===== src/rtl/pc_pkg.sv =====
package pc_pkg;
  typedef enum logic [1:0] {
    FLOW_SEQ = 2'd0,
    FLOW_BNE = 2'd1,
    FLOW_JMP = 2'd2
  } flow_t;
endpackage


===== src/rtl/pc_flow_decode.sv =====
module pc_flow_decode
  import pc_pkg::*;
#(
  parameter int          OPC_W   = 4,
  parameter int          DATA_W  = 16,
  parameter logic [3:0]  OPC_BNE = 4'h9,
  parameter logic [3:0]  OPC_JMP = 4'hB
) (
  input  logic [OPC_W-1:0]  opcode,
  input  logic [DATA_W-1:0] op_a,
  input  logic [DATA_W-1:0] op_b,
  output flow_t             flow
);
  logic differ;

  assign differ = (op_a != op_b);

  always_comb begin
    flow = FLOW_SEQ;
    if (opcode == OPC_W'(OPC_JMP)) begin
      flow = FLOW_JMP;
    end else if (opcode == OPC_W'(OPC_BNE) && differ) begin
      flow = FLOW_BNE;
    end
  end
endmodule


===== src/rtl/pc_target_gen.sv =====
module pc_target_gen
  import pc_pkg::*;
#(
  parameter int ADDR_W = 16,
  parameter int BOFF_W = 4,
  parameter int JF_W   = 12
) (
  input  logic [ADDR_W-1:0] cur_pc,
  input  logic [BOFF_W-1:0] br_ofs,
  input  logic [JF_W-1:0]   jmp_field,
  input  flow_t             flow,
  output logic [ADDR_W-1:0] next_pc
);
  localparam int HI_W  = ADDR_W - JF_W - 1;
  localparam int EXT_W = ADDR_W - BOFF_W - 1;

  logic [ADDR_W-1:0] seq_pc;
  logic [ADDR_W-1:0] br_step;
  logic [ADDR_W-1:0] br_pc;
  logic [ADDR_W-1:0] jmp_pc;

  assign seq_pc  = cur_pc + ADDR_W'(2);
  assign br_step = {{EXT_W{br_ofs[BOFF_W-1]}}, br_ofs, 1'b0};
  assign br_pc   = seq_pc + br_step;

  generate
    if (HI_W > 0) begin : g_keep_hi
      assign jmp_pc = {seq_pc[ADDR_W-1 -: HI_W], jmp_field, 1'b0};
    end else begin : g_no_hi
      assign jmp_pc = ADDR_W'({jmp_field, 1'b0});
    end
  endgenerate

  always_comb begin
    unique case (flow)
      FLOW_BNE: next_pc = br_pc;
      FLOW_JMP: next_pc = jmp_pc;
      default:  next_pc = seq_pc;
    endcase
  end
endmodule


===== src/rtl/pc_state_reg.sv =====
module pc_state_reg #(
  parameter int                ADDR_W   = 16,
  parameter logic [ADDR_W-1:0] RESET_PC = '0
) (
  input  logic              clk,
  input  logic              rst,
  input  logic              en,
  input  logic [ADDR_W-1:0] d,
  output logic [ADDR_W-1:0] q
);
  always_ff @(posedge clk) begin
    if (rst) begin
      q <= RESET_PC;
    end else if (en) begin
      q <= d;
    end
  end
endmodule


===== src/rtl/pc_next_unit.sv =====
module pc_next_unit
  import pc_pkg::*;
#(
  parameter int         ADDR_W  = 16,
  parameter int         INSTR_W = 16,
  parameter int         OPC_W   = 4,
  parameter int         BOFF_W  = 4,
  parameter int         JF_W    = 12,
  parameter logic [3:0] OPC_BNE = 4'h9,
  parameter logic [3:0] OPC_JMP = 4'hB
) (
  input  logic               clk,
  input  logic               rst,
  input  logic               en,
  input  logic [INSTR_W-1:0] instr,
  input  logic [ADDR_W-1:0]  op_a,
  input  logic [ADDR_W-1:0]  op_b,
  output logic [ADDR_W-1:0]  pc
);
  flow_t             flow;
  logic [ADDR_W-1:0] next_pc;

  pc_flow_decode #(
    .OPC_W(OPC_W), .DATA_W(ADDR_W), .OPC_BNE(OPC_BNE), .OPC_JMP(OPC_JMP)
  ) u_decode (
    .opcode (instr[INSTR_W-1 -: OPC_W]),
    .op_a   (op_a),
    .op_b   (op_b),
    .flow   (flow)
  );

  pc_target_gen #(
    .ADDR_W(ADDR_W), .BOFF_W(BOFF_W), .JF_W(JF_W)
  ) u_target (
    .cur_pc    (pc),
    .br_ofs    (instr[BOFF_W-1:0]),
    .jmp_field (instr[JF_W-1:0]),
    .flow      (flow),
    .next_pc   (next_pc)
  );

  pc_state_reg #(
    .ADDR_W(ADDR_W), .RESET_PC('0)
  ) u_reg (
    .clk (clk),
    .rst (rst),
    .en  (en),
    .d   (next_pc),
    .q   (pc)
  );
endmodule


===== config.mk =====
export PLATFORM = sky130hd
export DESIGN_NAME = pc_next_unit
export DESIGN_NICKNAME = d
export VERILOG_FILES = /design/src/rtl/pc_pkg.sv /design/src/rtl/pc_flow_decode.sv /design/src/rtl/pc_target_gen.sv /design/src/rtl/pc_state_reg.sv /design/src/rtl/pc_next_unit.sv
export SDC_FILE = /design/constraint.sdc
export NUM_CORES = 1
export LEC_CHECK = 0
export ABC_AREA = 1
export BUFFER_PORTS_ARGS = -buffer_cell sky130_fd_sc_hd__buf_2
export CAP_MARGIN = 30
export CORE_MARGIN = 8
export CORE_UTILIZATION = 54
export CTS_BUF_LIST = sky130_fd_sc_hd__clkbuf_16
export DETAILED_ROUTE_END_ITERATION = 7
export GPL_ROUTABILITY_DRIVEN = 0
export PLACE_DENSITY = 0.82
export SYNTH_ARGS = -nofsm -noshare
export SYNTH_HDL_FRONTEND = slang
export SYNTH_SLANG_ARGS = --single-unit

===== constraint.sdc =====
create_clock -name clk -period 2.6 [get_ports clk]
set_input_delay 0.52 -clock clk [delete_from_list [all_inputs] [get_ports clk]]
set_output_delay 0.52 -clock clk [all_outputs]
set_load 0.05 [all_outputs]

* Yosys cells after proc, flatten, opt, wreduce, memory -nomap -nowiden
Cells that the tools add are included.
** Storage, ports and cells
- Register bits :: 16
- Input bits :: 51
- Output and inout bits :: 16
- Logic and storage cells :: 12
** Cells by class
- Add/subtract/negate cells :: 2
- Eq/ne operators :: 5
- Muxes and demuxes :: 3
- Reduce and logical (&&, ||, !) cells :: 1
** Operators with widths (number)
- 16-bit case mux with 2 select lines :: 1
- 16-bit adder :: 1
- 16-bit by 2-bit adder with 16-bit output (second input constant) :: 1
- 16-bit inequality test :: 1
- 4-bit equality test (second input constant) :: 2
- 2-bit by 1-bit equality test with 1-bit output (second input constant) :: 1
- 2-bit equality test (second input constant) :: 1
- 2-bit 2-to-1 mux :: 1
- 1-bit logical AND :: 1
- 1-bit 2-to-1 mux :: 1

* Logic depth before layout (Yosys ltp)
- Word-level depth :: 6
- Mapped depth :: 19
- Depth with buffers taken out :: 19

* Hierarchy
Synthesis repeated with hierarchy kept, for this count alone.
** Unflattened totals
- Cell total of the unflattened synthesis :: 478
- Area, all modules :: 2541.2 um^2
** Modules (own cells, without submodules)
- pc_target_gen :: times used 1, cells an instance 287, area an instance 1521.5 um^2, sequential area each 0.0 um^2
- pc_state_reg :: times used 1, cells an instance 101, area an instance 670.6 um^2, sequential area each 320.3 um^2
- pc_flow_decode :: times used 1, cells an instance 90, area an instance 349.1 um^2, sequential area each 0.0 um^2

* Worst setup path before layout
No wires, ideal clock.
- Kind :: flip-flop to flip-flop
- Start point :: reg u_reg.q[1]
- End point :: reg u_reg.q[14]
- Setup time :: 0.070 ns
- Data arrival time :: 2.621 ns
- Data required time :: 2.530 ns
- Path slack :: -0.091 ns
- Stages on the path, launching flop included :: 15
- Path buffers :: 0
- Period minus slack after synthesis :: 2.691 ns
- Cells stage by stage :: dfxtp_1 ha_1 nand3_2 nor3_4 xor2_1 ha_1 nand2_1 inv_1 a21oi_1 nor2_1 nor2_1 nand2_1 nand2_1 nand3_1 a21oi_1
** On the way
- Cells in the longest elaborated chain, start to end :: 3
** RTL lines
- start: declaration :: RTL line pc_state_reg.sv:9 : output logic [ADDR_W-1:0] q
- start signal: assignment :: RTL line pc_state_reg.sv:13 : q <= RESET_PC;
- start signal: assignment :: RTL line pc_state_reg.sv:15 : q <= d;
- 16-bit by 2-bit adder with 16-bit output (*) :: RTL line pc_target_gen.sv:22 : assign seq_pc = cur_pc + ADDR_W'(2);
- 16-bit adder :: RTL line pc_target_gen.sv:24 : assign br_pc = seq_pc + br_step;
- 16-bit case mux with 2 select lines (*) :: RTL line pc_target_gen.sv:35 : unique case (flow)
Every way passes the cells marked *; elsewhere a longest branch is shown, timed or not.
A chain may end at the register's enable or synchronous reset.

* Worst setup path after layout
- Start point :: reg u_reg.q[2]
- End point :: reg u_reg.q[14]
Same word-level chain as after synthesis.

==> flow_summary.html <==
<table>
<tr><th>Metric</th><th>Value</th></tr>
<tr><th colspan="2">Timing</th></tr>
<tr><td>Post-route setup slack</td><td>0.1159 ns</td></tr>
<tr><td>Shortest period the worst path allows</td><td>2.484 ns</td></tr>
<tr><td>Number of hold violations in the final report</td><td>0</td></tr>
<tr><td>Total setup violations reported at the end of the flow</td><td>0</td></tr>
<tr><td>Post-route clock period utilization</td><td>95.54%</td></tr>
<tr><td>Slew Viols, Final</td><td>0</td></tr>
<tr><td>Setup repair after global routing missed its margin</td><td>yes</td></tr>
<tr><td>Highest Clock Rate</td><td>402.6 MHz</td></tr>
<tr><td>Sum Neg Setup Slack</td><td>0 ns</td></tr>
<tr><td>Largest clock skew in the final design</td><td>0.004947 ns</td></tr>
<tr><td>Hold Worst Slack</td><td>0.5683 ns</td></tr>
<tr><th colspan="2">Cells and area</th></tr>
<tr><td>Biggest regs</td><td>u_reg.q x15</td></tr>
<tr><td>Post-layout net count</td><td>605</td></tr>
<tr><td>Share of cells above drive strength 1</td><td>19.55%</td></tr>
<tr><td>Max reg flops</td><td>15</td></tr>
<tr><td>Layout fillers</td><td>394</td></tr>
<tr><td>Area overhead of the layout relative to synthesis</td><td>24.01%</td></tr>
<tr><td>Largest register by flop count</td><td>u_reg.q</td></tr>
<tr><td>Non-filler cells in the finished layout</td><td>589</td></tr>
<tr><td>Number of diodes added for antenna fixing</td><td>0</td></tr>
<tr><th colspan="2">Floorplan</th></tr>
<tr><td>Row count</td><td>24</td></tr>
<tr><td>Die height</td><td>83.49 um</td></tr>
<tr><td>Die Area</td><td>6971 sq um</td></tr>
<tr><td>Placeable core region</td><td>4384 sq um</td></tr>
<tr><td>Number of top-level pins</td><td>67</td></tr>
<tr><td>Width of the die</td><td>83.49 um</td></tr>
<tr><td>Starting density of the core</td><td>56.11%</td></tr>
<tr><th colspan="2">Global routing</th></tr>
<tr><td>Wire length of the first global-routing pass</td><td>11520 um</td></tr>
<tr><td>GRT overflow</td><td>0</td></tr>
<tr><td>Vias in the first global route</td><td>2614</td></tr>
<tr><td>Global-route usage over all layers</td><td>18.90%</td></tr>
<tr><td>Initial antenna violation count</td><td>0</td></tr>
<tr><td>Largest net degree at the start of global routing</td><td>25</td></tr>
<tr><th colspan="2">Clocking</th></tr>
<tr><td>CTS tree</td><td>yes</td></tr>
<tr><td>CTS clk-pin slew, worst paths</td><td>0.05 ns</td></tr>
<tr><td>Clock buffers created by TritonCTS</td><td>3</td></tr>
<tr><td>Library cell used as clock root buffer</td><td>sky130_fd_sc_hd__clkbuf_16</td></tr>
<tr><td>Insertion delay to the later sink of the worst-skew pair</td><td>0.25 ns</td></tr>
<tr><td>Count of clock tree sinks</td><td>15</td></tr>
<tr><td>H-tree levels</td><td>1</td></tr>
<tr><td>Longest Clk Path Bufs</td><td>2</td></tr>
<tr><th colspan="2">Placement</th></tr>
<tr><td>Total of buffers placed on input and output ports</td><td>65</td></tr>
<tr><td>Worst Setup Slack post-DPL</td><td>0.02455 ns</td></tr>
<tr><td>Detailed Place HPWL</td><td>5557 um</td></tr>
<tr><td>Cell count after placement</td><td>584</td></tr>
<tr><th colspan="2">Power</th></tr>
<tr><td>Switching part of the total</td><td>41.18%</td></tr>
<tr><td>Worst vdd ir</td><td>0.0004132 V</td></tr>
<tr><td>Clock group share of total power</td><td>27.3%</td></tr>
<tr><td>Share of power burned in registers</td><td>24.8%</td></tr>
<tr><td>Combinational share of power</td><td>47.8%</td></tr>
<tr><td>Power density over cell area</td><td>357.2 nW/um^2</td></tr>
<tr><td>Standby leakage power</td><td>1.913 nW</td></tr>
<tr><td>Cell internal pwr</td><td>0.0006409 W</td></tr>
<tr><td>Reported net switching power</td><td>0.0004487 W</td></tr>
<tr><td>Total power after layout</td><td>0.001090 W</td></tr>
<tr><th colspan="2">Hold path</th></tr>
<tr><td>Class of the worst hold path</td><td>flip-flop to flip-flop</td></tr>
<tr><td>Startpoint of the lowest-slack hold path</td><td>u_reg.q[2]</td></tr>
<tr><td>Number of cells on the worst hold path</td><td>2</td></tr>
<tr><td>Hold-critical path endpoint</td><td>u_reg.q[2]</td></tr>
<tr><th colspan="2">Detailed routing</th></tr>
<tr><td>Detailed router's first-iteration violation count</td><td>256</td></tr>
<tr><td>Final routed DRC violation total</td><td>0</td></tr>
<tr><td>Vias after detailed routing</td><td>3008</td></tr>
<tr><td>WL per Instance</td><td>11.89 um</td></tr>
<tr><td>Post-DR vias/cell</td><td>5.107</td></tr>
<tr><td>First-pass detailed-route iteration total</td><td>5</td></tr>
<tr><td>DRT antenna net count</td><td>0</td></tr>
<tr><td>Total Routed Length</td><td>7001 um</td></tr>
<tr><th colspan="2">Setup path</th></tr>
<tr><td>Internal reg-to-reg setup slack</td><td>0.12 ns</td></tr>
<tr><td>Startpoint type of the worst setup path</td><td>flip-flop</td></tr>
<tr><td>RR Endpoint</td><td>u_reg.q[14]</td></tr>
<tr><td>Worst Setup End Kind</td><td>flip-flop</td></tr>
<tr><td>Worst path arrival time</td><td>2.62 ns</td></tr>
<tr><td>Launching point of the worst reg2reg path</td><td>u_reg.q[2]</td></tr>
<tr><td>Critical path class</td><td>flip-flop to flip-flop</td></tr>
<tr><td>Worst Path Required</td><td>2.73 ns</td></tr>
<tr><td>Largest fanout of any net on the critical path</td><td>4</td></tr>
<tr><td>Worst reg-to-reg path cell count</td><td>15</td></tr>
<tr><th colspan="2">Outcome</th></tr>
<tr><td>Status</td><td>complete, no violations</td></tr>
<tr><th colspan="2">Synthesis</th></tr>
<tr><td>Top cells by area, synth</td><td>sky130_fd_sc_hd__nand2_1, sky130_fd_sc_hd__inv_1, sky130_fd_sc_hd__dfxtp_1</td></tr>
<tr><td>Share of Yosys cell area claimed by the top area cell type</td><td>21.82%</td></tr>
<tr><td>Proportion of synthesized flip-flops having asynchronous set or reset</td><td>0%</td></tr>
<tr><td>Part of the Yosys area used for sequential elements</td><td>12.21%</td></tr>
<tr><td>Synth unique cells</td><td>32</td></tr>
<tr><td>Post-synthesis net count</td><td>533</td></tr>
<tr><td>Synthesis-stage register bit count</td><td>15</td></tr>
<tr><td>Synth area leader</td><td>sky130_fd_sc_hd__nand2_1</td></tr>
<tr><td>Number of flops mapped to enable cells by yosys</td><td>0</td></tr>
<tr><td>Main synth FF type</td><td>sky130_fd_sc_hd__dfxtp_1</td></tr>
<tr><td>Syn. warnings</td><td>0</td></tr>
<tr><td>Syn Inst Count</td><td>466</td></tr>
<tr><td>Post-synthesis cell area</td><td>2460 sq um</td></tr>
<tr><td>Avg Synthesized Cell Area</td><td>5.279 sq um</td></tr>
<tr><th colspan="2">Job</th></tr>
<tr><td>Number of maximum-capacitance constraint violations</td><td>0</td></tr>
</table>
## power by group through the flow
stage / Combinational (W) / Sequential, W / Clock, W
CTS: 0.000492 / 0.000268 / 0.000302
floorplan: 0.000293 / 0.000331 / 0
global placement: 0.000483 / 0.000272 / 0
detailed placement: 0.000488 / 0.000272 / 0
global route: 0.000584 / 0.000273 / 0.000311
finish: 0.000521 / 0.000271 / 0.000298
## synth_stat cells, types with 2 or more instances
cell,count
sky130_fd_sc_hd__nor2_1,41
sky130_fd_sc_hd__xnor2_1,2
sky130_fd_sc_hd__clkbuf_1,2
sky130_fd_sc_hd__nor2_2,2
sky130_fd_sc_hd__a21oi_1,23
sky130_fd_sc_hd__nand3b_1,2
sky130_fd_sc_hd__o21ai_0,22
sky130_fd_sc_hd__nand3_1,47
sky130_fd_sc_hd__nand2_4,2
sky130_fd_sc_hd__nor3_1,2
sky130_fd_sc_hd__xor2_1,13
sky130_fd_sc_hd__ha_1,15
sky130_fd_sc_hd__nand4_1,7
sky130_fd_sc_hd__nand2_1,143
sky130_fd_sc_hd__dfxtp_1,15
sky130_fd_sc_hd__inv_1,110
sky130_fd_sc_hd__nand3_2,3
## cell usage in the layout (no fill, tap or decap)
cell and instances:
sky130_fd_sc_hd__buf_2 65, sky130_fd_sc_hd__nand4_1 7, sky130_fd_sc_hd__xnor2_2 1, sky130_fd_sc_hd__nand3_2 2, sky130_fd_sc_hd__a31oi_1 1, sky130_fd_sc_hd__conb_1 1
sky130_fd_sc_hd__nand3_1 47, sky130_fd_sc_hd__inv_1 111, sky130_fd_sc_hd__xor2_2 2, sky130_fd_sc_hd__nand2_2 2, sky130_fd_sc_hd__xnor2_1 2, sky130_fd_sc_hd__nor2_1 39
sky130_fd_sc_hd__nor2_4 1, sky130_fd_sc_hd__o21ai_0 22, sky130_fd_sc_hd__nand3b_1 2, sky130_fd_sc_hd__dfxtp_1 11, sky130_fd_sc_hd__nor3_4 1, sky130_fd_sc_hd__ha_4 4
sky130_fd_sc_hd__a21oi_1 21, sky130_fd_sc_hd__buf_4 8, sky130_fd_sc_hd__nand2_4 2, sky130_fd_sc_hd__nor3_2 1, sky130_fd_sc_hd__ha_1 11, sky130_fd_sc_hd__nand2_1 142
sky130_fd_sc_hd__inv_2 1, sky130_fd_sc_hd__dfxtp_4 1, sky130_fd_sc_hd__nor2_2 4, sky130_fd_sc_hd__clkbuf_16 3, sky130_fd_sc_hd__dfxtp_2 3, sky130_fd_sc_hd__o21ai_1 1
sky130_fd_sc_hd__xor2_1 11, sky130_fd_sc_hd__and2_1 1, sky130_fd_sc_hd__nor3_1 1, sky130_fd_sc_hd__fa_1 1, sky130_fd_sc_hd__nand3_4 1, sky130_fd_sc_hd__a21oi_2 3
## routing by layer
layer / share of wire (%) / global-route usage, %
met1: 43 / 24.96
met2: 48 / 32.32
met5: 0 / 0
met4: 1.1 / 3.454
met3: 7.4 / 1.953
## area by class of cell
type	count	area [sq um]	share of cell area, %
multi-input combinational	334	1797	58.90
inverter	111	416.7	13.66
timing repair buffer	73	385.4	12.63
sequential	15	307.8	10.09
clock buffer	3	75.07	2.461
tap	52	65.06	2.133
clock inverter	1	3.754	0.1231
## stage by stage
step / cell area, sq um / util [%]
floorplan: 2462 / -
global placement: 2867 / 65.38
detailed placement: 2867 / 65.38
CTS: 2945 / 67.18
global route: 3050 / 69.58
finish: 3050 / 69.58
## repair_timing
item                       CTS  global route
gates resized for setup      0            19
hold buffers                 0             0
setup endpoints to repair    0             8
buffers inserted             0             1
## worst max-delay path by stage
stage / slack (ns) / startpoint / endpoint / depth (start not counted)
floorplan: 0.05 / u_reg.q[7] / u_reg.q[11] / 16
global placement: 0.14 / u_reg.q[1] / u_reg.q[14] / 14
detailed placement: 0.02 / u_reg.q[1] / u_reg.q[14] / 14
CTS: 0.002 / u_reg.q[1] / u_reg.q[14] / 14
global route: -0.02 / u_reg.q[2] / u_reg.q[14] / 14
finish: 0.12 / u_reg.q[2] / u_reg.q[14] / 15
## worst max-delay path: stages (launching register included)
cell and delay [ns]:
sky130_fd_sc_hd__dfxtp_2 0.37, sky130_fd_sc_hd__ha_4 0.16, sky130_fd_sc_hd__nand3_4 0.11, sky130_fd_sc_hd__nor3_4 0.28, sky130_fd_sc_hd__nand2_2 0.11, sky130_fd_sc_hd__xor2_2 0.17, sky130_fd_sc_hd__ha_4 0.30, sky130_fd_sc_hd__nand2_1 0.08
sky130_fd_sc_hd__inv_1 0.08, sky130_fd_sc_hd__nand3_1 0.11, sky130_fd_sc_hd__nor3_2 0.14, sky130_fd_sc_hd__nand2_1 0.13, sky130_fd_sc_hd__nand2_1 0.09, sky130_fd_sc_hd__nand2_1 0.05, sky130_fd_sc_hd__nand3_1 0.12, sky130_fd_sc_hd__a21oi_2 0.06
## logic make-up after synthesis
family	Yosys count	synth area share, %
AND/OR/NAND/NOR	253	44.71
XOR/XNOR	16	6.002
buffers and inverters	117	18.51
adder cells (fa/ha/maj)	16	8.444
flip-flops	15	12.21
AO/OA/AOI/OAI	48	9.970
other	1	0.1524
Power figures use the tool's default switching activity.
